**config.mk**
```make
export PLATFORM = sky130hd
export DESIGN_NAME = pacer_src_top
export DESIGN_NICKNAME = d
export VERILOG_FILES = /design/src/rtl/pacer_pkg.sv /design/src/rtl/decade_prescaler.sv /design/src/rtl/src_select.sv /design/src/rtl/reload_counter.sv /design/src/rtl/pacer_src_top.sv
export SDC_FILE = /design/constraint.sdc
export NUM_CORES = 1
export LEC_CHECK = 0
export BUFFER_PORTS_ARGS = -buffer_cell sky130_fd_sc_hd__buf_4
export CAP_MARGIN = 20
export CORE_MARGIN = 4
export CORE_UTILIZATION = 56
export DETAILED_ROUTE_END_ITERATION = 12
export PLACE_DENSITY = 0.8
export SETUP_SLACK_MARGIN = 0.2
export SLEW_MARGIN = 20
export SYNTH_ARGS = -nofsm -noshare
export SYNTH_HDL_FRONTEND = slang
export SYNTH_SLANG_ARGS = --single-unit
```
**constraint.sdc**
```tcl
create_clock -name clk -period 2.25 [get_ports clk]
set_clock_uncertainty 0.2 [all_clocks]
set_input_delay 0.1125 -clock clk [delete_from_list [all_inputs] [get_ports clk]]
set_output_delay 0.1125 -clock clk [all_outputs]
set_load 0.05 [all_outputs]
```
**src/rtl/pacer_pkg.sv**
```systemverilog
// Shared codes for the pacing counter source selector.
// Assumes the configuration byte layout: [4:3] counter index, [2:0] code.
package pacer_pkg;
    localparam int NUM_RATES = 5;   // base rate plus four decade rates
    localparam int IDX_W     = 2;   // counter index field width
    localparam int CODE_W    = 3;   // source code field width

    typedef enum logic [CODE_W-1:0] {
        CS_BOARD = 3'd0,
        CS_R0    = 3'd1,
        CS_R1    = 3'd2,
        CS_R2    = 3'd3,
        CS_R3    = 3'd4,
        CS_R4    = 3'd5,
        CS_PREV  = 3'd6,
        CS_EXT   = 3'd7
    } clk_src_e;

    typedef enum logic [CODE_W-1:0] {
        GS_HIGH  = 3'd0,
        GS_LOW   = 3'd1,
        GS_EXT   = 3'd2,
        GS_NPREV = 3'd3,
        GS_R4    = 3'd4,
        GS_R5    = 3'd5,
        GS_R6    = 3'd6,
        GS_R7    = 3'd7
    } gate_src_e;
endpackage

```
**src/rtl/decade_prescaler.sv**
```systemverilog
// Chain of divide-by-RATIO enable stages running on the base clock.
// tick_o[0] is always high; tick_o[k] is high one cycle in RATIO^k.
// Assumes the consumer treats the ticks as enables in the same clock domain.
module decade_prescaler #(
    parameter int STAGES = 4,
    parameter int RATIO  = 10
) (
    input  logic              clk,
    input  logic              rst_n,
    output logic [STAGES:0]   tick_o
);
    localparam int CW = $clog2(RATIO);
    localparam logic [CW-1:0] LAST = CW'(RATIO - 1);

    logic [CW-1:0] stage_q [STAGES];

    assign tick_o[0] = 1'b1;

    for (genvar k = 0; k < STAGES; k++) begin : g_stage
        assign tick_o[k+1] = tick_o[k] && (stage_q[k] == LAST);

        // advance this stage once per tick of the stage below
        always_ff @(posedge clk) begin
            if (!rst_n)
                stage_q[k] <= '0;
            else if (tick_o[k])
                stage_q[k] <= (stage_q[k] == LAST) ? '0 : stage_q[k] + 1'b1;
        end


        stage_range_chk: assert property (@(posedge clk) disable iff (!rst_n)
            stage_q[k] <= LAST);
    end
endmodule

```
**src/rtl/src_select.sv**
```systemverilog
// Clock and gate source selectors for one counter.
// Holds the two 3-bit codes, decodes configuration bytes addressed to
// this counter and muxes the chosen tick enable and gate level.
// Assumes all tick inputs are one-cycle enables on the base clock.
module src_select
    import pacer_pkg::*;
#(
    parameter int IDX = 0
) (
    input  logic                 clk,
    input  logic                 rst_n,
    input  logic                 clk_wr_i,
    input  logic                 gate_wr_i,
    input  logic [7:0]           cfg_i,
    input  logic [NUM_RATES-1:0] rate_i,
    input  logic                 brd_tick_i,
    input  logic                 ext_tick_i,
    input  logic                 ext_gate_i,
    input  logic                 nb_prev_i,   // pulse of counter (n+2) mod 3
    input  logic                 nb_prev2_i,  // pulse of counter (n+1) mod 3
    output logic                 tick_o,
    output logic                 gate_o
);
    clk_src_e  clk_sel_q;
    gate_src_e gate_sel_q;
    logic      hit;

    assign hit = (cfg_i[7:5] == 3'b000) && (cfg_i[4:3] == IDX_W'(IDX));

    // latch a clock code addressed to this counter
    always_ff @(posedge clk) begin
        if (!rst_n)
            clk_sel_q <= CS_BOARD;
        else if (clk_wr_i && hit)
            clk_sel_q <= clk_src_e'(cfg_i[2:0]);
    end

    // latch a gate code addressed to this counter
    always_ff @(posedge clk) begin
        if (!rst_n)
            gate_sel_q <= GS_HIGH;
        else if (gate_wr_i && hit)
            gate_sel_q <= gate_src_e'(cfg_i[2:0]);
    end

    // pick the count enable
    always_comb begin
        unique case (clk_sel_q)
            CS_BOARD: tick_o = brd_tick_i;
            CS_R0:    tick_o = rate_i[0];
            CS_R1:    tick_o = rate_i[1];
            CS_R2:    tick_o = rate_i[2];
            CS_R3:    tick_o = rate_i[3];
            CS_R4:    tick_o = rate_i[4];
            CS_PREV:  tick_o = nb_prev_i;
            CS_EXT:   tick_o = ext_tick_i;
            default:  tick_o = 1'b0;
        endcase
    end

    // pick the gate level
    always_comb begin
        unique case (gate_sel_q)
            GS_HIGH:  gate_o = 1'b1;
            GS_EXT:   gate_o = ext_gate_i;
            GS_NPREV: gate_o = ~nb_prev2_i;
            default:  gate_o = 1'b0;
        endcase
    end


    clk_sel_keep_chk: assert property (@(posedge clk) disable iff (!rst_n)
        !(clk_wr_i && hit) |=> $stable(clk_sel_q));


    gate_sel_keep_chk: assert property (@(posedge clk) disable iff (!rst_n)
        !(gate_wr_i && hit) |=> $stable(gate_sel_q));
endmodule

```
**src/rtl/reload_counter.sv**
```systemverilog
// Reloadable down-counter with a registered terminal-count pulse.
// A count value of 0 represents 2^CNT_W ticks, so a divisor of 0 gives
// the longest period. Assumes tick_i is a one-cycle enable.
module reload_counter #(
    parameter int CNT_W = 16
) (
    input  logic             clk,
    input  logic             rst_n,
    input  logic             load_i,
    input  logic [CNT_W-1:0] load_val_i,
    input  logic             tick_i,
    input  logic             gate_i,
    output logic             pulse_o
);
    localparam logic [CNT_W-1:0] ONE = CNT_W'(1);

    logic [CNT_W-1:0] div_q;
    logic [CNT_W-1:0] cnt_q;

    // hold the reload value written by the host
    always_ff @(posedge clk) begin
        if (!rst_n)
            div_q <= '0;
        else if (load_i)
            div_q <= load_val_i;
    end

    // count down on enabled ticks, reload and pulse at terminal count
    always_ff @(posedge clk) begin
        if (!rst_n) begin
            cnt_q   <= '0;
            pulse_o <= 1'b0;
        end else if (load_i) begin
            cnt_q   <= load_val_i;
            pulse_o <= 1'b0;
        end else if (tick_i && gate_i) begin
            if (cnt_q == ONE) begin
                cnt_q   <= div_q;
                pulse_o <= 1'b1;
            end else begin
                cnt_q   <= cnt_q - ONE;
                pulse_o <= 1'b0;
            end
        end else begin
            pulse_o <= 1'b0;
        end
    end


    gate_hold_chk: assert property (@(posedge clk) disable iff (!rst_n)
        (!load_i && !(tick_i && gate_i)) |=> $stable(cnt_q));


    pulse_reload_chk: assert property (@(posedge clk) disable iff (!rst_n)
        pulse_o |-> (cnt_q == div_q));
endmodule

```
**src/rtl/pacer_src_top.sv**
```systemverilog
// Top of the pacing counter source selector: one shared decade prescaler,
// and per counter a source selector and a reload counter. Neighbour
// links use modulo-NUM_CTR indexing so counter 0 sees the last counter.
// Assumes NUM_CTR fits the 2-bit index field of the configuration byte.
module pacer_src_top
    import pacer_pkg::*;
#(
    parameter int NUM_CTR = 3,
    parameter int CNT_W   = 16
) (
    input  logic               clk,
    input  logic               rst_n,
    input  logic               clk_cfg_wr,
    input  logic               gate_cfg_wr,
    input  logic [7:0]         cfg_byte,
    input  logic               div_wr,
    input  logic [IDX_W-1:0]   div_idx,
    input  logic [CNT_W-1:0]   div_val,
    input  logic               brd_tick,
    input  logic               ext_tick,
    input  logic               ext_gate,
    output logic [NUM_CTR-1:0] pulse_o
);
    logic [NUM_RATES-1:0] rate_tick;
    logic [NUM_CTR-1:0]   ctr_tick;
    logic [NUM_CTR-1:0]   ctr_gate;

    decade_prescaler #(.STAGES(NUM_RATES - 1), .RATIO(10)) u_pre (
        .clk    (clk),
        .rst_n  (rst_n),
        .tick_o (rate_tick)
    );

    for (genvar i = 0; i < NUM_CTR; i++) begin : g_ctr
        localparam int PREV  = (i + NUM_CTR - 1) % NUM_CTR;
        localparam int PREV2 = (i + NUM_CTR - 2) % NUM_CTR;

        src_select #(.IDX(i)) u_sel (
            .clk        (clk),
            .rst_n      (rst_n),
            .clk_wr_i   (clk_cfg_wr),
            .gate_wr_i  (gate_cfg_wr),
            .cfg_i      (cfg_byte),
            .rate_i     (rate_tick),
            .brd_tick_i (brd_tick),
            .ext_tick_i (ext_tick),
            .ext_gate_i (ext_gate),
            .nb_prev_i  (pulse_o[PREV]),
            .nb_prev2_i (pulse_o[PREV2]),
            .tick_o     (ctr_tick[i]),
            .gate_o     (ctr_gate[i])
        );

        reload_counter #(.CNT_W(CNT_W)) u_cnt (
            .clk        (clk),
            .rst_n      (rst_n),
            .load_i     (div_wr && (div_idx == IDX_W'(i))),
            .load_val_i (div_val),
            .tick_i     (ctr_tick[i]),
            .gate_i     (ctr_gate[i]),
            .pulse_o    (pulse_o[i])
        );
    end


    reset_quiet_chk: assert property (@(posedge clk)
        !$past(rst_n) |-> (pulse_o == '0));
endmodule

```
# Word-level counts from Yosys, hierarchy flattened
# Memories as Yosys holds them, arrays and structs flattened.
# Cells that the tools add are included.
# W data, S select, Z words.
# op_classes
reduce_logical	33
bitwise_logic	11
n_mux	38
n_eq_ne	38
add_sub_neg	7
# op_table
operator	n
$mux W16	9
$eq A16 B1 Y1 const B	3
$sub A16 B1 Y16 const B	3
$eq A3 B2 Y1 const B	12
$eq A3 B3 Y1 const B	12
$mux W4	8
$pmux W1 S8	3
$logic_not A3 Y1	7
$logic_and A1 B1 Y1	18
$add A4 B1 Y4 const B	4
$eq A4 B4 Y1 const B	4
$mux W1	15
$eq A3 B1 Y1 const B	3
$pmux W1 S3	3
$reduce_or A3 Y1	3
$not A1 Y1	7
$reduce_bool A2 Y1	3
$eq A2 B1 Y1 const B	2
$eq A2 B2 Y1 const B	2
$logic_not A2 Y1	2
$or A1 B1 Y1	4
# word_totals
out_inout_bits	3
mem_bits_rw	16
mem_count	1
reg_bits	117
in_bits	34
# mem_list
memory	depth	width	rd	rd_ports_with_merged_regs	wr	line_no	text
u_pre.stage_q	4	4	4	0	4	decade_prescaler.sv:15	logic [CW-1:0] stage_q [STAGES];

# Longest topological paths before layout
# An unclocked memory read counts as a cell.
# logic_depth
ltp_word	9
ltp_mapped	10
depth_no_buf	8

# By module
# From an unflattened synthesis, not the netlist that was laid out.
# hier_totals
cells_unflattened	810
hier_area_um2	7440.9
# by_module_without_submodules
module	seq_area_each_um2	area_each_um2	n_inst	cells_each
reload_counter	660.6	1824.2	3	208
decade_prescaler	440.4	940.9	1	86
src_select (g_ctr[1].u_sel ...)	120.1	336.6	2	33
src_select (g_ctr[0].u_sel)	120.1	324.1	1	31
pacer_src_top	0.0	30.0	1	3

# Worst setup path after synthesis
# OpenSTA, ideal clock, no wires.
# synth_timing
path_type	flip-flop to flip-flop
startpoint	mem u_pre.stage_q[1][1] in the netlist's numbering
endpoint	reg g_ctr[0].u_cnt.cnt_q[15]
n_path_buf	2
setup_time_ns	0.125
path_slack_ns	-0.183
t_arrival_ns	2.108
stages_incl_launch_ff	11
path_cell_list	edfxtp_1 > inv_1 > ha_1 > nand3b_1 > nor3_2 > a21oi_1 > or2_2 > clkbuf_1 > clkbuf_1 > o31ai_1 > a21oi_1
# synth_lines
item	line_no	text
start, declared	decade_prescaler.sv:15	
end signal, assigned	reload_counter.sv:34	cnt_q <= load_val_i;
end signal, assigned	reload_counter.sv:38	cnt_q <= div_q;
end signal, assigned	reload_counter.sv:41	cnt_q <= cnt_q - ONE;
end, declared	reload_counter.sv:18	logic [CNT_W-1:0] cnt_q;

==> impl_metrics.json <==
{
  "routed_via_density": 6.14,
  "fin_crit_sh": 1.10,
  "synth-edff-count": 12,
  "p_per_area_mw_per_mm2": 780,
  "power.share.clock": 0.359,
  "grt_overflow_total": 0,
  "total_power_uw": 7470,
  "period_needed_ns": 2.48,
  "core_mm2": 0.0126,
  "synth-seq-cells": 133,
  "crit_chain": "inv_1, ha_1, nand3b_1, buf_4, nor3_4, buf_4, buf_6, a21oi_4, or2_4, a31oi_4, o311a_1",
  "avgSynthCellArea_um2": 7.89,
  "dr.pass1.iters": 6,
  "drt_iter0_markers": 920,
  "clk_pin_slew_worst_paths_ns": 0.06,
  "synth_area_leaders": "dfxtp_1 34%, nand2_1 8.9%, a21boi_0 6.4%, edfxtp_1 5.0%, o21ai_0 4.0%",
  "worst_pin_slew_ns": 0.861,
  "n_antenna_cell": 0,
  "crit_family": "simple AND/OR/NAND/NOR gates",
  "numCtsBuffers": 17,
  "crit_type": "reg -> reg",
  "wl_um": 22200,
  "clkLatencyLatePin_ns": 0.43,
  "endpoint_kind": "register",
  "yosysUniqueCellTypes": 67,
  "cts-root-buf": "clkbuf_16",
  "ys_seq_area_frac": 0.387,
  "htree_levels": 4,
  "grt_max_degree": 37,
  "row_count": 41,
  "syn-num-nets": 959,
  "rsz0062_at_grt": "yes",
  "die_h_um": 121,
  "status": "finished, violations left",
  "num-nets-final": 1087,
  "sw_frac_of_total": 0.316,
  "relSlewSlack": 0.426,
  "synth_area_mm2": 0.00718,
  "failed_checks": "setup timing",
  "worstSetupStartpointType": "register",
  "crit_top_cell": "buf_4",
  "grt_first_pass_wirelength_um": 35500,
  "fill_cells": 850,
  "tritoncts": "yes",
  "async_flop_share": 0,
  "cp_data_arrival_time_ns": 2.64,
  "numPortBuffers": 36,
  "worstPathMaxFanout": 6,
  "finalMaxSlewViolations": 0,
  "syn_to_final_growth_pct": 33.3,
  "start_util": 0.572,
  "synth_cells": 911,
  "slowest_stage": "edfxtp_1",
  "ant_nets": 0,
  "slowest_delay_ns": 0.38,
  "ys_warn_count": 0,
  "grt_pass1_vias": 7232,
  "setup_viol_count_final": 54,
  "ys.flop_type": "dfxtp_1",
  "drive_above_1_share": 0.222,
  "die_width_um": 121,
  "leakage_uw": 0.00364,
  "die-area_mm2": 0.0147,
  "drc": 0,
  "vias": 7511,
  "min_path_type": "in -> reg",
  "globalplace.congestion": 0.920,
  "routedWlPerCell_um": 18.1,
  "whs_ns": 0.0307,
  "max_freq_ghz": 0.404,
  "hold_viol": 0,
  "yosys.area.top_type_share": 0.337,
  "sequentialPowerShare": 0.368,
  "drv_cap": 0,
  "clockBufferDepth": 2,
  "clkSinkCount": 133,
  "power_switching_uw": 2360,
  "intPower_uw": 5110,
  "hpwlAfterDp_um": 13400,
  "fin_setup_tns_ns": -7.11,
  "cp_num_buf_inv": 4,
  "synth_area_leader_cell": "dfxtp_1",
  "grt_antenna_before_repair": 0,
  "grt.total_usage": 0.300,
  "fin_ws_ns": -0.227,
  "seq_area_mm2": 0.00279,
  "ir_worst_vdd_mv": 0.507,
  "multi_input_area_mm2": 0.00446,
  "worstPathRequired_ns": 2.41,
  "p_comb_frac": 0.272,
  "num_io_pins": 37
}
per-stage QoR:
stage	setup slack [ns]	instances	area [um^2]	util
after floorplan	-0.0535	911	7320	-
after global placement	-0.0880	1140	8190	0.652
after global routing	-0.338	1224	9570	0.762
final	-0.227	1224	9570	0.762
after CTS	-0.144	1218	9390	0.747
after detailed placement	-0.154	1140	8190	0.652
cells by family after synthesis:
kind of cell / Yosys count / share of synthesized area
adders and majority gates: 14 / 0.0244
buffers and inverters: 82 / 0.0474
muxes: 12 / 0.0171
and+or+nand+nor: 385 / 0.255
xor gates and xnor gates: 23 / 0.0280
AOI/OAI and AO/OA: 262 / 0.241
DFF: 133 / 0.387
worst paths after layout:
check / startpoint / to / slack [ns] / cells after the start
worst max register to register: u_pre.stage_q[1][1] / g_ctr[0].u_cnt.cnt_q[0] / -0.23 / 11
worst min register to register: g_ctr[1].u_cnt.div_q[3] / g_ctr[1].u_cnt.div_q[3] / 0.26 / 2
worst max-delay path: u_pre.stage_q[1][1] / g_ctr[0].u_cnt.cnt_q[0] / -0.23 / 11
worst min-delay path: cfg_byte[3] / g_ctr[1].u_sel.clk_sel_q[0] / 0.03 / 4
area by class of cell:
| class | count | share of cell area |
|---|---|---|
| Clock buffer | 18 | 0.0448 |
| Multi-Input combinational cell | 698 | 0.466 |
| Sequential cell | 133 | 0.291 |
| Timing Repair Buffer | 169 | 0.154 |
| Tap cell | 172 | 0.0225 |
| Clock inverter | 14 | 0.0144 |
| Inverter | 20 | 0.00784 |
worst register-to-register path: cells and delay by family (launching register included):
family	cells	cell delay [ns]
adders and majority gates	1	0.13
and+or+nand+nor	3	0.74
buffers and inverters	4	0.52
DFF	1	0.38
AOI/OAI and AO/OA	3	0.44
cell usage in the layout, fill, tap and decap left out, types with 5 or more instances in the layout:
master and instances:
nor3_1 12, xnor2_1 13, a21oi_1 34, clkbuf_16 17, nand2b_1 7, buf_12 5
nand4_1 10, nor4_1 11, nor3b_1 5, ha_1 14, nand2_1 167, o211ai_1 24
mux2i_1 9, clkinvlp_4 5, dlygate4sd3_1 31, o21ai_1 8, xor2_1 10, dfxtp_1 119
nor2b_1 6, buf_6 17, nand3b_1 7, or4_1 5, nand3_1 51, a211oi_1 5
edfxtp_1 12, a21boi_0 60, buf_4 116, o21ai_0 46, inv_1 20, nor2_1 58
a31oi_1 26
flip-flops by register name (all words and copies together) (netlist names):
name                    count
g_ctr.u_cnt.cnt_q          48
g_ctr.u_cnt.div_q          48
u_pre.stage_q              16
g_ctr.u_sel.clk_sel_q       9
g_ctr.u_sel.gate_sel_q      9
g_ctr.u_cnt.pulse_o         3
Yosys cell counts (all sizes together), types with 3 or more instances:
| library cell | n |
|---|---|
| xnor2 | 13 |
| or4 | 7 |
| clkbuf | 50 |
| xor2 | 10 |
| dfxtp | 121 |
| nor2 | 61 |
| o31ai | 9 |
| nand2b | 7 |
| a31o | 3 |
| nor3 | 19 |
| o22ai | 3 |
| and2 | 3 |
| edfxtp | 12 |
| o2111a | 3 |
| ha | 14 |
| nor4 | 16 |
| nand4b | 3 |
| nand4 | 10 |
| nand2 | 171 |
| a21boi | 61 |
| o21ai | 57 |
| or3 | 5 |
| nand3 | 51 |
| inv | 20 |
| o211ai | 24 |
| mux2i | 10 |
| o311a | 3 |
| a21oi | 40 |
| buf | 12 |
| nor2b | 7 |
| a211oi | 11 |
| nor3b | 6 |
| nand3b | 7 |
| a31oi | 27 |
| or2 | 4 |
layer usage:
| metal | wire length [um] | global-route usage |
|---|---|---|
| met3 | 1610 | 0.0536 |
| met2 | 10600 | 0.499 |
| met1 | 9180 | 0.388 |
| met4 | 834 | 0.121 |
| met5 | 0 | 0 |
power groups by stage:
stage | clock [uW] | sequential [uW] | combinational [uW]
finish | 2680 | 2750 | 2040
global placement | 0 | 2780 | 1730
CTS | 2680 | 2740 | 1910
detailed placement | 0 | 2790 | 1750
floorplan | 0 | 2770 | 1190
global route | 2800 | 2770 | 2220
repair_timing:
action,4_1_cts,5_1_grt
hold buffers,31,0
pin swaps,22,19
setup buffers,11,6
cloned,4,0
resized for setup,54,26
hold endpoints to repair,114,0
setup endpoints to repair,51,63
(Power assumes the default switching activity.)
